`src/rtl/ccr_pkg.sv`:
```
package ccr_pkg;
  localparam int unsigned FLAG_W = 8;
  localparam int unsigned OP_W   = 4;

  localparam int unsigned B_S = 7;
  localparam int unsigned B_X = 6;
  localparam int unsigned B_H = 5;
  localparam int unsigned B_I = 4;
  localparam int unsigned B_N = 3;
  localparam int unsigned B_Z = 2;
  localparam int unsigned B_V = 1;
  localparam int unsigned B_C = 0;

  typedef enum logic [OP_W-1:0] {
    OP_NONE    = 4'd0,
    OP_C_CLR   = 4'd1,
    OP_I_CLR   = 4'd2,
    OP_V_CLR   = 4'd3,
    OP_C_SET   = 4'd4,
    OP_I_SET   = 4'd5,
    OP_V_SET   = 4'd6,
    OP_FROM_A  = 4'd7,
    OP_TO_A    = 4'd8,
    OP_LOADF   = 4'd9,
    OP_CLEARF  = 4'd10
  } ccr_op_e;

  typedef struct packed {
    logic c_clr;
    logic i_clr;
    logic v_clr;
    logic c_set;
    logic i_set;
    logic v_set;
    logic from_a;
    logic to_a;
    logic loadf;
    logic clearf;
  } ccr_ctl_t;
endpackage

```
`src/rtl/ccr_op_decode.sv`:
```
module ccr_op_decode
  import ccr_pkg::*;
(
  input  logic            wr_i,
  input  logic [OP_W-1:0] op_i,
  output ccr_ctl_t        ctl_o
);
  always_comb begin
    ctl_o = '0;
    if (wr_i) begin
      case (op_i)
        OP_C_CLR:  ctl_o.c_clr  = 1'b1;
        OP_I_CLR:  ctl_o.i_clr  = 1'b1;
        OP_V_CLR:  ctl_o.v_clr  = 1'b1;
        OP_C_SET:  ctl_o.c_set  = 1'b1;
        OP_I_SET:  ctl_o.i_set  = 1'b1;
        OP_V_SET:  ctl_o.v_set  = 1'b1;
        OP_FROM_A: ctl_o.from_a = 1'b1;
        OP_TO_A:   ctl_o.to_a   = 1'b1;
        OP_LOADF:  ctl_o.loadf  = 1'b1;
        OP_CLEARF: ctl_o.clearf = 1'b1;
        default:   ctl_o = '0;
      endcase
    end
  end

  // Decoder never raises two controls at once (R8: reserved codes do nothing)
  always_comb begin
    assert ($onehot0(ctl_o)) else $error("p_single_ctl_r8 violated");
  end
endmodule

```
`src/rtl/ccr_next_state.sv`:
```
module ccr_next_state
  import ccr_pkg::*;
(
  input  ccr_ctl_t          ctl_i,
  input  logic [FLAG_W-1:0] cur_i,
  input  logic [FLAG_W-1:0] acc_a_i,
  input  logic [FLAG_W-1:0] result_i,
  output logic [FLAG_W-1:0] nxt_o,
  output logic              upd_o
);
  logic [FLAG_W-1:0] tap_word;
  logic              res_zero;

  assign res_zero = (result_i == '0);

  // X may only fall: the incoming bit is gated by the present value.
  always_comb begin
    tap_word      = acc_a_i;
    tap_word[B_X] = acc_a_i[B_X] & cur_i[B_X];
  end

  always_comb begin
    nxt_o = cur_i;
    upd_o = 1'b1;
    unique case (1'b1)
      ctl_i.c_clr:  nxt_o[B_C] = 1'b0;
      ctl_i.i_clr:  nxt_o[B_I] = 1'b0;
      ctl_i.v_clr:  nxt_o[B_V] = 1'b0;
      ctl_i.c_set:  nxt_o[B_C] = 1'b1;
      ctl_i.i_set:  nxt_o[B_I] = 1'b1;
      ctl_i.v_set:  nxt_o[B_V] = 1'b1;
      ctl_i.from_a: nxt_o      = tap_word;
      ctl_i.loadf: begin
        nxt_o[B_N] = result_i[FLAG_W-1];
        nxt_o[B_Z] = res_zero;
        nxt_o[B_V] = 1'b0;
      end
      ctl_i.clearf: begin
        nxt_o[B_N] = 1'b0;
        nxt_o[B_Z] = 1'b1;
        nxt_o[B_V] = 1'b0;
      end
      default: upd_o = 1'b0;
    endcase
  end

  // X never rises in the computed word
  always_comb begin
    assert (!(nxt_o[B_X] && !cur_i[B_X])) else $error("p_x_oneway_comb_r4 violated");
  end
endmodule

```
`src/rtl/ccr_unit.sv`:
```
module ccr_unit
  import ccr_pkg::*;
#(
  parameter logic [7:0] RESET_WORD = 8'hD0
)(
  input  logic       clk,
  input  logic       rst,
  input  logic [3:0] op_i,
  input  logic       wr_i,
  input  logic [7:0] acc_a_i,
  input  logic [7:0] result_i,
  output logic [7:0] status_o,
  output logic [7:0] acc_o
);
  ccr_ctl_t          ctl;
  logic [FLAG_W-1:0] status_q;
  logic [FLAG_W-1:0] acc_q;
  logic [FLAG_W-1:0] nxt;
  logic              upd;

  ccr_op_decode u_dec (
    .wr_i  (wr_i),
    .op_i  (op_i),
    .ctl_o (ctl)
  );

  ccr_next_state u_nxt (
    .ctl_i    (ctl),
    .cur_i    (status_q),
    .acc_a_i  (acc_a_i),
    .result_i (result_i),
    .nxt_o    (nxt),
    .upd_o    (upd)
  );

  always_ff @(posedge clk) begin
    if (rst) begin
      status_q <= RESET_WORD;
      acc_q    <= '0;
    end else begin
      if (upd)       status_q <= nxt;
      if (ctl.to_a)  acc_q    <= status_q;
    end
  end

  assign status_o = status_q;
  assign acc_o    = acc_q;

  // once X is clear it stays clear
  p_x_stays_low_r4: assert property (@(posedge clk) disable iff (rst)
    !status_q[B_X] |=> !status_q[B_X]);

  // no strobe means no change on either output
  p_idle_hold_r8: assert property (@(posedge clk) disable iff (rst)
    !wr_i |=> ($stable(status_q) && $stable(acc_q)));

  // word-to-A copies the old word and leaves the word alone
  p_to_a_copy_r5: assert property (@(posedge clk) disable iff (rst)
    (wr_i && op_i == OP_TO_A) |=> (acc_q == $past(status_q) && $stable(status_q)));

  // clear-flags gives N=0, Z=1, V=0
  p_clear_flags_r7: assert property (@(posedge clk) disable iff (rst)
    (wr_i && op_i == OP_CLEARF) |=> (status_q[B_N:B_V] == 3'b010));

  // H only moves on word-from-A
  p_h_only_tap_r3: assert property (@(posedge clk) disable iff (rst)
    !(wr_i && op_i == OP_FROM_A) |=> $stable(status_q[B_H]));

  // load-flags tracks the result sign and zero
  p_load_flags_r6: assert property (@(posedge clk) disable iff (rst)
    (wr_i && op_i == OP_LOADF) |=>
      (status_q[B_N] == $past(result_i[7]) && status_q[B_Z] == ($past(result_i) == 8'h00)
       && !status_q[B_V]));
endmodule

```
`config.mk`:
```
export PLATFORM = sky130hd
export DESIGN_NAME = ccr_unit
export DESIGN_NICKNAME = d
export VERILOG_FILES = /design/src/rtl/ccr_pkg.sv /design/src/rtl/ccr_op_decode.sv /design/src/rtl/ccr_next_state.sv /design/src/rtl/ccr_unit.sv
export SDC_FILE = /design/constraint.sdc
export NUM_CORES = 1
export LEC_CHECK = 0
export ABC_CLOCK_PERIOD_IN_PS = 1250
export BUFFER_PORTS_ARGS = -buffer_cell sky130_fd_sc_hd__buf_2
export CAP_MARGIN = 25
export CELL_PAD_IN_SITES_DETAIL_PLACEMENT = 0
export CELL_PAD_IN_SITES_GLOBAL_PLACEMENT = 1
export CORE_ASPECT_RATIO = 1.25
export CORE_MARGIN = 2
export CORE_UTILIZATION = 31
export CTS_CLUSTER_SIZE = 24
export DETAILED_ROUTE_END_ITERATION = 6
export GPL_TIMING_DRIVEN = 0
export PLACE_DENSITY = 0.8
export SYNTH_ARGS = -nofsm -noshare
export SYNTH_HDL_FRONTEND = slang
export SYNTH_SLANG_ARGS = --single-unit
```
`constraint.sdc`:
```
create_clock -name clk -period 1.25 [get_ports clk]
set_input_delay 0.1875 -clock clk [delete_from_list [all_inputs] [get_ports clk]]
set_output_delay 0.1875 -clock clk [all_outputs]
set_load 0.01 [all_outputs]
```
==> results.txt, run 1 <==
- Before CTS, the worst setup slack after placement is -0.1007 ns.
- The first global-routing pass estimated 3243 um of wire.
- The share of total power dissipated in sequential elements is 0.562.
- Horizontal die dimension: 49.53 um
- Cell Chain, Critical Path: buf_2 -> nand3b_4 -> or3_1 -> buf_6 -> mux2i_1 -> nor2_1
* Critical path required time: 1.40 ns
- In the layout the commonest cells are sky130_fd_sc_hd__buf_2, sky130_fd_sc_hd__dfxtp_1, sky130_fd_sc_hd__nor2_1.
* Reg clk slew, reported paths: ~0.080 ns
- Area of the multi-input gates: 440.4 um2
- Across every metal layer, demand over resource in global routing totals 0.1391.
* Pre-antenna DRT Iters: 4
* GP Congestion: 0.7459
- Entering global routing, the biggest net connects 11 pins.
- In the routed design, unresolved DRC markers number 0.
* Combinational power share: 0.166
* Nature of the critical path endpoint: flop
- Max-cap violations: 0
- The largest total area in the synthesized netlist belongs to sky130_fd_sc_hd__dfxtp_1.
- Row generation in the floorplan step produced 20 rows.
* Minimum setup slack in the final design: 0.1956 ns
- Final setup skew: 0.0003593 ns
- Number of primary I/O pins: 39
* Kind of cell adding the most delay to the critical path: simple AND/OR/NAND/NOR gates
* Main flop type after synthesis: sky130_fd_sc_hd__dfxtp_1
* Number of warnings issued by yosys: 0
* Cell total after placement: 159
- Placeable Area: 2452 um2
* Fraction of registers with async set or reset after synthesis: 0
- The analysis attributes to net switching a power of 0.2348 mW.
* Syn-to-layout area delta: 31.00%
* Gate count after technology mapping: 89
* Critical path buffer and inverter count: 2
- Post-Route Setup TNS: 0 ns
- The clock net in this run drives a total of 16 sinks.
- Setup repair after global routing left no endpoint under its margin.
* Longest individual stage delay on the worst path: 0.33 ns
- The cell area that synthesis handed to floorplanning was 803.3 um2.
* Startpoint of the most critical register-to-register path: status_o[3]
- TritonCTS created 3 clock buffers.
* Hold violation count in the final report: 0
- The later pin in the worst-skew pair is clocked with a latency of roughly 0.27 ns.
- Area share of the largest cell type after synthesis: 0.3988
* Final std cells w/o fill: 162
- After layout, the design draws a total of 0.9434 mW.
* Number of flops mapped to enable cells by yosys: 0
* Area of all sequential standard cells: ~320 um2
- Post-route clock period utilization: 0.8435
- At the pin with the least slew margin, the transition time is 0.4906 ns.
- For this run, the share of the core covered by cells in the final layout is 0.4291.
* Worst min-delay path class: input port to flop
* Part of the total power dissipated in the clock network: 0.272
* DR WL/cell: 11.85 um
- The worst setup path is of the input port to flop kind.
- In this run the worst path has a maximum fanout of 8.
- For the worst flop-to-flop path, the logic depth is 4.
- Critical Path Source: op_i[2]
- Logic depth of the worst setup path including buffers: 6
- Internal power comes to just over 0.7 mW.
- In the routed layout, each cell is associated on average with a via count of 4.667.
- Share of total power consumed by net switching: 0.2489
- Placed instance area: 1030 um2
* Port buffer count: 37
- Slew Viols, Final: 0
* Outcome: complete, no violations
- Via count of the first global-routing pass: approximately 720
- Hold Slack: about 0.12 ns
- Nets: 154
* Time the final worst path needs with I/O delays and setup: about 1.1 ns
- Number of buffers on the longest clock path: 2
- Total of flip-flops plus latches after synthesis: 16
- Starting DRC count in detailed routing: 7
* Detailed Route WL: between 1500 and 2000 um
- The count of nets left with antenna violations once routing finished came out at 0.
- Diode insertion count for antenna repair: 0
- Headroom to the max-slew limit: 0.6729
* Initial Utilization: 0.3276
* Portion of the post-synthesis area used by sequential elements: 0.3988
- Total die area: between 3000 and 4000 um2
- Post-DP HPWL: 1489 um
* GR Overflow Total: 0
* Die Span Y: 60.91 um
- Setup violations remaining at the end of the flow were counted as 0.
* IR drop worst, VDD: approximately 280 uV
* Layout filler cell count: 281
- For the worst setup path, the data arrival time is about 1.2 ns.
* Fmax: roughly 950 MHz
- Critical path's slowest cell: sky130_fd_sc_hd__or3_1
- The startpoint identified for the worst hold timing path is acc_a_i[7].
- H-tree levels: 1
- The finished cells cover 1052 um2.
* Total number of vias: 756
- TritonCTS built the clock tree.
- In the final layout, the share of cells above drive strength 1 is 0.3643.
- Counting instances, the worst hold path has a depth of 3.
- Leaving out fill and tap cells, the most frequent cell in the layout is sky130_fd_sc_hd__buf_2.
* Yosys cell types: 33
- Number of antenna violations at the first check in global routing: 0
* Clk Tree Root Cell: sky130_fd_sc_hd__clkbuf_4
- Hold bufs inserted after CTS: 0
- In this run, post-CTS repair resized a total of 0 instances.
- Top post-synthesis cells by area: sky130_fd_sc_hd__dfxtp_1, sky130_fd_sc_hd__mux2i_1, sky130_fd_sc_hd__nor2_1
- Leakage power figure: 0.5253 nW
- Once the clock tree was built, the setup fixing pass inserted 0 buffers.
* Critical path startpoint category: input port
- Syn_area_per_cell: 9.026 um2
- Power per Cell Area: 896.6 nW/um2
- Syn nets: 112
[cell families (layout without fill, tap and decap cells)]
logic type | after synthesis | in the layout | synth area share
mux | 8 | 8 | 0.09969
compound gates | 18 | 18 | 0.1417
buf+inv | 7 | 47 | 0.05295
xor+xnor | 3 | 3 | 0.03272
simple gates | 37 | 37 | 0.2742
flops | 16 | 16 | 0.3988
[area by class of cell]
type	instances	area share
clock buffer	3	0.02140
tap	33	0.03924
timing repair buffer	37	0.1760
multi-input combinational	66	0.4185
sequential	16	0.3044
buffer	5	0.03329
inverter	2	0.007134
[worst min-delay path, cell delays in order]
cell and delay (ns):
sky130_fd_sc_hd__buf_2 0.08, sky130_fd_sc_hd__nand2_1 0.04, sky130_fd_sc_hd__nand3b_1 0.07
[cells in the mapped netlist, types with 3 or more instances]
cell type and number:
sky130_fd_sc_hd__a21oi_1 3, sky130_fd_sc_hd__dfxtp_1 16, sky130_fd_sc_hd__nor2_1 9, sky130_fd_sc_hd__mux2i_1 8
sky130_fd_sc_hd__o31ai_1 3, sky130_fd_sc_hd__nand2b_1 5, sky130_fd_sc_hd__nand2_1 7, sky130_fd_sc_hd__o21ai_0 5
[registers in the layout, indices dropped and copies added (netlist names)]
signal and count:
status_o 8, acc_o 8
[final timing paths]
path	slack, ns	end
setup / recovery	0.20	acc_o[7]
hold / removal	0.12	status_o[7]
setup reg to reg	0.38	status_o[3]
hold reg to reg	0.47	status_o[5]
[layer usage]
| metal | wire (um) | global-route usage | part of all wire |
|---|---|---|---|
| met4 | 0 | 0.07143 | 0 |
| met2 | 896 | 0.2343 | 0.47 |
| met3 | 100 | 0.007389 | 0.052 |
| met1 | 922 | 0.1828 | 0.48 |
| met5 | 0 | 0 | 0 |
[power groups by stage]
stage | Combinational [mW] | Sequential [mW] | Clock (mW)
final | 0.156 | 0.530 | 0.257
after detailed placement | 0.157 | 0.543 | 0
after CTS | 0.157 | 0.531 | 0.266
after global routing | 0.176 | 0.533 | 0.297
after global placement | 0.154 | 0.542 | 0
after floorplan | 0.0805 | 0.547 | 0
No activity file was read; power rests on OpenSTA's default activity.
==> run 2: changes to the inputs <==
--- a/config.mk
+++ b/config.mk
@@ -5,7 +5,7 @@
 export SDC_FILE = /design/constraint.sdc
 export NUM_CORES = 1
 export LEC_CHECK = 0
-export ABC_CLOCK_PERIOD_IN_PS = 1250
+export ABC_CLOCK_PERIOD_IN_PS = 1100
 export BUFFER_PORTS_ARGS = -buffer_cell sky130_fd_sc_hd__buf_2
 export CAP_MARGIN = 25
 export CELL_PAD_IN_SITES_DETAIL_PLACEMENT = 0
==> constraint.sdc (replaced) <==
create_clock -name clk -period 1.1 [get_ports clk]
set_input_delay 0.165 -clock clk [delete_from_list [all_inputs] [get_ports clk]]
set_output_delay 0.165 -clock clk [all_outputs]
set_load 0.01 [all_outputs]
==> run 2 against run 1 <==
  * Critical path depth decreased by 1
  * Register-to-register slack got worse by 0.18 ns
  * Total power increased by 21%
  * Via count increased by 0.66%
  * Sequential share of layout area decreased by 0.43 points
  * Clock-buffer cell count increased by 1
  * Combinational power increased by 13%
  * Highest routed layer is now met4
==> results.txt, run 2 (synthesis gave the netlist of run 1 again) <==
- Data arrival, critical path: 1.15 ns
- Dividing the final minimum period by the clock period gives 0.9095.
- GP Congestion: roughly 0.8
- Commonest non-fill, non-tap cell in the layout: sky130_fd_sc_hd__buf_2
- Across the routed clock network, the largest skew measured is 0.0009419 ns.
* Cell total after placement: 159
* Critical path startpoint category: input port
- Setup violations, final: 0
- After clock tree synthesis, the clock-pin slew on the worst setup and hold paths is about 0.090 ns.
* Via count of the first global-routing pass: approximately 700
* Die Span Y: about 61 um
* Number of buffers on the longest clock path: 2
- The worst pin sits at a relative slew slack of 0.6936.
- Of all nets on the critical path, the largest fanout is 8.
* Leakage power figure: 0.5310 nW
- Pre-antenna DRT Iters: 4
* Post-DRT Antenna Nets: 0
* Port buffer count: 37
- Total DRC errors in the routed layout: 0
- Critical path buffer and inverter count: 1
- Largest net degree at the start of global routing: 11
- Power per Cell Area: 1071 nW/um2
* Hold violation count in the final report: 0
* Outcome: complete, no violations
- Setup repair after global routing left no endpoint under its margin.
- Commonest cells after routing, fill and taps aside: sky130_fd_sc_hd__buf_2, sky130_fd_sc_hd__dfxtp_1, sky130_fd_sc_hd__nor2_1
* Starting DRC count in detailed routing: 13
- The clock reaches the later pin of the worst-skew pair after approximately 0.27 ns.
- Clock tree from TritonCTS: built
- Fraction of layout instances using a drive strength above 1: 0.3721
* IR drop worst, VDD: 314.2 uV
* Syn-to-layout area delta: 32.87%
- Cell Chain, Critical Path: buf_2 -> nand3b_4 -> or3_4 -> mux2i_1 -> nor2_1
* Detailed Route WL: 1799 um
- Placeable Area: 2452 um2
- Std cell rows: 20
- The first global-routing pass estimated 3049 um of wire.
* GR Overflow Total: 0
- The number of antenna diodes in the final layout is 0.
- The finished layout holds 162 standard cells, fillers aside.
- Slew @ Worst Pin: ~0.46 ns
- The largest single stage delay on the critical path is 0.43 ns.
- Hold Slack: 0.1044 ns
- In the final design database the tool counted 153 nets.
- Clk Tree Root Cell: sky130_fd_sc_hd__clkbuf_4
* Post-Route Setup TNS: 0 ns
* Post-DP HPWL: 1475 um
- In this run the number of H-tree levels came out at 1.
* Number of buffers created by CTS: 3
- The die covers around 3000 um2.
* Slew Viols, Final: 0
- Dividing the detail-routed wire length by the instance count gives approximately 11 um.
- Nature of the critical path endpoint: flop
- Hold bufs inserted after CTS: 0
- Max-cap violations: 0
- The setup path with the least slack is of type input port to flop.
- DR vias/cell: 4.698
- Fmax: between 900 and 1000 MHz
* Horizontal die dimension: 49.53 um
- Fill cells in the final layout number 273.
* Total number of vias: 761
- Critical path's slowest cell: sky130_fd_sc_hd__or3_4
- Initial Utilization: 0.3276
* Number of primary I/O pins: 39
* Fin util: 0.4352
- Across every metal layer, demand over resource in global routing totals 0.1286.
- The path class of the tightest hold or removal check is input port to flop.
- The number of antenna violations at the first check in global routing came to 0.
- The clock period could shrink to between 1 and 1.5 ns.
- STA puts the critical path data required time at 1.25 ns.
* CTS sink count: 16
* Kind of cell adding the most delay to the critical path: simple AND/OR/NAND/NOR gates
run 2: cell types whose count changed in the layout (fill, tap and decap cells not counted), sizes merged:
cell | before | now
buf | 41 | 40
clkbuf | 4 | 5
run 2: tightest hold or removal path, delay by kind of cell:
family        cells  cell delay (ns)
simple gates      2             0.11
buf+inv           1             0.08
run 2: stage by stage:
stage                     setup WS [ns]  power (mW)  instance area (um2)
final                           0.09952       1.143                 1067
after global routing            0.02853       1.216                 1067
after CTS                       0.06255       1.158                 1074
after detailed placement        -0.2271      0.7959                 1037
after global placement          -0.2121      0.7932                 1037
after floorplan               -0.003340      0.7160                810.8
run 2: path summary, 6_finish.rpt:
| path | startpoint | endpoint | slack, ns | cells after the start |
|---|---|---|---|---|
| hold / removal | acc_a_i[7] | status_o[7] | 0.10 | 3 |
| setup / recovery | op_i[2] | acc_o[4] | 0.1 | 5 |
| setup reg to reg | status_o[3] | status_o[3] | 0.20 | 4 |
| hold reg to reg | status_o[5] | status_o[5] | 0.47 | 2 |
run 2: repair_timing:
item | in CTS | in global routing
endpoints found under the setup margin | 0 | 1
setup buffers | 0 | 0
gates resized for setup | 0 | 1
run 2: power breakdown:
| part | total [mW] | internal (mW) | switching, mW |
|---|---|---|---|
| logic | 0.177 | 0.0881 | 0.0888 |
| registers | 0.603 | 0.592 | 0.0108 |
| clock network | 0.362 | 0.201 | 0.162 |
run 2: area by class of cell:
class,count,area (um2),area share
clock buffers,4,36.28,0.03400
multi-input cells,66,445.4,0.4174
inverters,2,7.507,0.007034
well taps,33,41.29,0.03869
flip-flops and latches,16,320.3,0.3001
plain buffers,4,31.28,0.02931
repair buffers,37,185.2,0.1735
run 2: layer usage:
metal,up-vias,GRT usage,wire (um)
met3,2,0.01970,116
met5,-,0,0
met1,337,0.1571,816
met2,27,0.2305,849
li1,395,-,-
met4,0,0.04762,16
